[src/rtl/sertx_pkg.sv]
package sertx_pkg;
  localparam int unsigned SERTX_DEF_WIDTH = 8;

  function automatic int unsigned cnt_bits(input int unsigned width);
    return $clog2(width + 1);
  endfunction
endpackage

[src/rtl/sertx_holdreg.sv]
module sertx_holdreg #(
  parameter int unsigned WIDTH = sertx_pkg::SERTX_DEF_WIDTH
) (
  input  logic             clk,
  input  logic             rst_n,
  input  logic             wr_en,
  input  logic [WIDTH-1:0] wr_word,
  input  logic             take,
  output logic             full,
  output logic [WIDTH-1:0] word
);
  always_ff @(posedge clk) begin
    if (!rst_n) begin
      full <= 1'b0;
      word <= '0;
    end else if (take) begin
      full <= 1'b0;
    end else if (wr_en) begin
      full <= 1'b1;
      word <= wr_word;
    end
  end

  // a full buffer keeps its word until it is taken
  p_hold_stable_r9: assert property (@(posedge clk) disable iff (!rst_n)
    (full && !take) |=> (full && $stable(word)));
endmodule

[src/rtl/sertx_shifter.sv]
module sertx_shifter #(
  parameter int unsigned WIDTH = sertx_pkg::SERTX_DEF_WIDTH
) (
  input  logic             clk,
  input  logic             rst_n,
  input  logic             load_en,
  input  logic [WIDTH-1:0] load_word,
  output logic             sdo,
  output logic             busy,
  output logic             last
);
  localparam int unsigned CW = sertx_pkg::cnt_bits(WIDTH);

  logic [WIDTH-1:0] shreg;
  logic [CW-1:0]    remain;

  always_ff @(posedge clk) begin
    if (!rst_n) begin
      shreg  <= '0;
      remain <= '0;
    end else if (load_en) begin
      shreg  <= load_word;
      remain <= CW'(WIDTH);
    end else if (remain != '0) begin
      shreg  <= {shreg[WIDTH-2:0], 1'b0};
      remain <= remain - 1'b1;
    end
  end

  assign sdo  = shreg[WIDTH-1];
  assign busy = (remain != '0);
  assign last = (remain == CW'(1));

  // the first bit of a freshly loaded word is its MSB
  p_msb_first_r2: assert property (@(posedge clk) disable iff (!rst_n)
    load_en |=> (sdo == $past(load_word[WIDTH-1])));
  // the line is low whenever no bits are shifting
  p_idle_low_r4: assert property (@(posedge clk) disable iff (!rst_n)
    (busy && last && !load_en) |=> (!busy && !sdo));
endmodule

[src/rtl/sertx_dbuf.sv]
module sertx_dbuf #(
  parameter int unsigned WIDTH = sertx_pkg::SERTX_DEF_WIDTH
) (
  input  logic             clk,
  input  logic             rst_n,
  input  logic             load_i,
  input  logic [WIDTH-1:0] data_i,
  output logic             ready_o,
  output logic             busy_o,
  output logic             sdo_o
);
  logic             sh_busy, sh_last, sh_load;
  logic [WIDTH-1:0] sh_word;
  logic             hb_full, hb_wr, hb_take;
  logic [WIDTH-1:0] hb_word;
  logic             free_next;

  // The shifter can take a word at this edge if it is idle or on its last bit
  assign free_next = !sh_busy || sh_last;
  assign hb_take   = free_next && hb_full;
  assign hb_wr     = load_i && !free_next && !hb_full;
  assign sh_load   = hb_take || (free_next && !hb_full && load_i);
  assign sh_word   = hb_take ? hb_word : data_i;

  sertx_shifter #(.WIDTH(WIDTH)) shifter_i (
    .clk       (clk),
    .rst_n     (rst_n),
    .load_en   (sh_load),
    .load_word (sh_word),
    .sdo       (sdo_o),
    .busy      (sh_busy),
    .last      (sh_last)
  );

  sertx_holdreg #(.WIDTH(WIDTH)) holdreg_i (
    .clk     (clk),
    .rst_n   (rst_n),
    .wr_en   (hb_wr),
    .wr_word (data_i),
    .take    (hb_take),
    .full    (hb_full),
    .word    (hb_word)
  );

  assign ready_o = !hb_full;
  assign busy_o  = sh_busy;

  // an idle strobe starts output on the next cycle
  p_start_next_r3: assert property (@(posedge clk) disable iff (!rst_n)
    (!busy_o && load_i) |=> (busy_o && sdo_o == $past(data_i[WIDTH-1])));
  // nothing can be queued while idle
  p_ready_idle_r5: assert property (@(posedge clk) disable iff (!rst_n)
    !busy_o |-> ready_o);
  // queueing a word drops ready in the next cycle
  p_ready_drop_r6: assert property (@(posedge clk) disable iff (!rst_n)
    (busy_o && !sh_last && ready_o && load_i) |=> !ready_o);
  // queued word follows with no gap and ready comes back
  p_gapless_r7: assert property (@(posedge clk) disable iff (!rst_n)
    (busy_o && sh_last && !ready_o) |=> (busy_o && ready_o));
endmodule

[config.mk]
export PLATFORM = sky130hd
export DESIGN_NAME = sertx_dbuf
export DESIGN_NICKNAME = d
export VERILOG_FILES = /design/src/rtl/sertx_pkg.sv /design/src/rtl/sertx_holdreg.sv /design/src/rtl/sertx_shifter.sv /design/src/rtl/sertx_dbuf.sv
export SDC_FILE = /design/constraint.sdc
export NUM_CORES = 1
export LEC_CHECK = 0
export BUFFER_PORTS_ARGS = -buffer_cell sky130_fd_sc_hd__buf_2
export CAP_MARGIN = 20
export CORE_MARGIN = 2
export CORE_UTILIZATION = 40
export DETAILED_ROUTE_END_ITERATION = 12
export GPL_TIMING_DRIVEN = 1
export PLACE_DENSITY = 0.59
export SLEW_MARGIN = 0
export SYNTH_ARGS = -nofsm -noshare
export SYNTH_HDL_FRONTEND = slang
export SYNTH_HIERARCHICAL = 1
export SYNTH_SLANG_ARGS = --single-unit
[constraint.sdc]
create_clock -name clk -period 1.9 [get_ports clk]
set_input_delay 0.38 -clock clk [delete_from_list [all_inputs] [get_ports clk]]
set_output_delay 0.38 -clock clk [all_outputs]
set_load 0.05 [all_outputs]
==> results.py <==
metrics = {
    "outcome": {
        "status": "complete, no violations",
    },
    "layout": {
        "drive_gt1_share_pct": 35.0,
        "final_nets": 155,
        "final_util_pct": 51.6,
        "fin_cells": 170,
        "multi_input_area_um2": 599,
        "seq_area_um2": 423,
        "fin_area_um2": 1290,
        "nFillCells": 245,
        "area_delta_synth_final_pct": 20.2,
        "diodes": 0,
    },
    "floorplan": {
        "rows": 18,
        "core_area_um2": 2500,
        "io_pins": 14,
        "die-height_um": 55.8,
        "die_w_um": 55.8,
        "die_area_um2": 3110,
        "start_util_pct": 42.9,
    },
    "detailed_routing": {
        "via_per_inst": 5.14,
        "vias": 873,
        "drt-initial-drc-count": 16,
        "dr.pass1.iters": 4,
        "ant_nets": 0,
        "drc": 0,
        "wire_per_inst_um": 12.9,
        "wl_mm": 2.20,
    },
    "sta": {
        "finalHoldViolCount": 0,
        "maxSlewViolCount": 0,
        "setup_viol": 0,
        "max_slew_margin_pct": 72.3,
        "finalCritPeriodShare_pct": 97.8,
        "tightest_slew_ns": 0.416,
        "finalCriticalPeriod_ns": 1.86,
        "fin_worst_skew_ns": 0.00140,
        "rsz0062_at_grt": "true",
        "setup_slack_ns": 0.0412,
        "max_freq_mhz": 538,
    },
    "place": {
        "dpl.cell_count": 159,
        "pre_cts_ws_ns": 0.0217,
        "hpwl_mm": 1.44,
        "dpl_cell_area_um2": 1160,
        "place.gp.congestion": 0.683,
        "port_buffers": 13,
    },
    "yosys": {
        "synth_commonest_cells": "28 x nand2_1, 21 x dfxtp_1, 9 x mux2i_1",
        "yosysTopAreaCell": "dfxtp_1",
        "async_flop_share_pct": 0,
        "synth_edf_count": 0,
        "yosysMostFrequentCell": "nand2_1",
        "syn-cell-area_um2": 1070,
        "synth_ff_type": "dfxtp_1",
        "syn_inst": 117,
        "yosys_warnings": 6,
        "synthesis.nets": 131,
        "yosys-top-cells-area": "dfxtp_1 39%, nand2_1 9.8%, mux2i_1 8.4%",
        "ys_types": 25,
        "ys_seq_area_share_pct": 39.2,
        "yosysTopAreaCellShare_pct": 39.2,
        "avgSynthCellArea_um2": 9.16,
        "synth-seq-cells": 21,
    },
    "clock_tree": {
        "cts-root-buf": "clkbuf_4",
        "clk_latency_ns": 0.30,
        "cts_tree": "done",
        "cts.reportedPaths.clkPinSlew_ns": 0.12,
        "cts.htree.levels": 1,
        "cts_made_buffers": 3,
        "hold_buffers": 0,
        "clockBufferDepth": 2,
        "numClockSinks": 21,
    },
    "global_route": {
        "grtUsageTotal_pct": 14.6,
        "first_global_vias": 856,
        "overflow": 0,
        "antenna_found_initial": 0,
        "grt_pass1_wl_mm": 3.66,
        "grt_max_degree": 28,
    },
    "worst_setup_path": {
        "cp_max_fo": 10,
        "critical_path_buf_inv_count": 4,
        "slowest_delay_ns": 0.34,
        "worstPathArrival_ns": 1.48,
        "crit_path_end_kind": "output port",
        "slowest_stage": "dfxtp_2",
        "crit_required_ns": 1.52,
        "rrSetupSlack_ns": 0.05,
        "critPathTopFamily": "buffers and inverters",
        "cp_cell_sequence": "inv_2, ha_4, nor3b_4, inv_4, buf_6, buf_8",
        "crit_type": "register to output port",
        "start_kind": "register",
    },
    "power": {
        "power.total_mw": 2.51,
        "p_leak_nw": 0.522,
        "power.density_nw_per_um2": 1950,
        "irDropWorstVdd_mv": 1.14,
    },
    "flow_run": {
        "maxCapViolCount": 0,
    },
    "worst_hold_path": {
        "hold_path.class": "primary input to register",
    },
}
per-stage QoR:
| step | hold slack, ns | setup TNS (ns) |
|---|---|---|
| final | 0.316 | 0 |
| after global routing | 0.312 | -0.175 |
| after CTS | 0.310 | 0 |
| after detailed placement | 0.452 | 0 |
| after global placement | 0.440 | 0 |
| after floorplan | 0.432 | 0 |
path summary, 6_finish.rpt:
kind	start	to	cells past startpoint
setup / recovery	shifter_i/remain[0]$_SDFFE_PP0P_	busy_o	6
hold reg to reg	holdreg_i/word[3]$_SDFFE_PN0P_	holdreg_i/word[3]$_SDFFE_PN0P_	2
hold / removal	data_i[3]	holdreg_i/word[3]$_SDFFE_PN0P_	3
setup reg to reg	shifter_i/remain[0]$_SDFFE_PP0P_	holdreg_i/word[7]$_SDFFE_PN0P_	8
sequential cells by signal, indices dropped and copies added, names as in the netlist:
name	flops
shifter_i/remain	4
holdreg_i/full	1
holdreg_i/word	8
shifter_i/shreg	8
routing by layer:
layer	up-vias	wire length, um	GRT usage (%)
li1	445	-	-
met1	409	998	16.7
met2	15	1080	26.4
met3	4	77	4.42
met4	0	42	3.48
met5	-	0	0
cells in the final DEF, fill, tap and decap left out, drive strengths merged:
cell type	synthesis	layout
mux2	8	8
inv	6	5
a211oi	3	3
nor3	4	4
dfxtp	21	21
o21a	1	1
clkinvlp	0	2
a21boi	2	2
nand3	1	1
a31oi	5	5
o21ai	7	7
mux2i	9	9
nand2b	1	1
nor3b	4	4
clkbuf	0	4
buf	5	23
nor2	5	5
xnor2	2	2
nand2	29	29
nor2b	1	1
ha	3	3
tightest hold or removal path, stage by stage:
cell	delay (ns)
buf_2	0.10
nand2_1	0.05
mux2i_1	0.05
cell type report:
| class | count | share of cell area (%) |
|---|---|---|
| clock buffers | 4 | 2.04 |
| repair buffers | 23 | 12.9 |
| inverters | 6 | 2.23 |
| well taps | 30 | 2.91 |
| flip-flops and latches | 21 | 32.8 |
| repair inverters | 1 | 0.583 |
| multi-input cells | 85 | 46.5 |
report_power, final:
part	leakage (nW)	switching, mW	internal [mW]
Clock	0.0150	0.139	0.0818
Combinational	0.333	0.836	0.730
Sequential	0.173	0.111	0.612
Total	0.522	1.09	1.42
timing repair:
item                                    CTS  global route
buffers inserted                          3             3
gates cloned                              0             1
endpoints found under the setup margin    2            15
gates resized for setup                   8             7
hold endpoints to repair                  0             0
cell families after synthesis:
family | synth area share (%)
buffers and inverters | 6.77
xor gates and xnor gates | 1.63
adders and majority gates | 3.50
DFF | 39.2
and+or+nand+nor | 21.2
muxes | 16.8
AOI/OAI and AO/OA | 10.9
(Power assumes the default switching activity.)
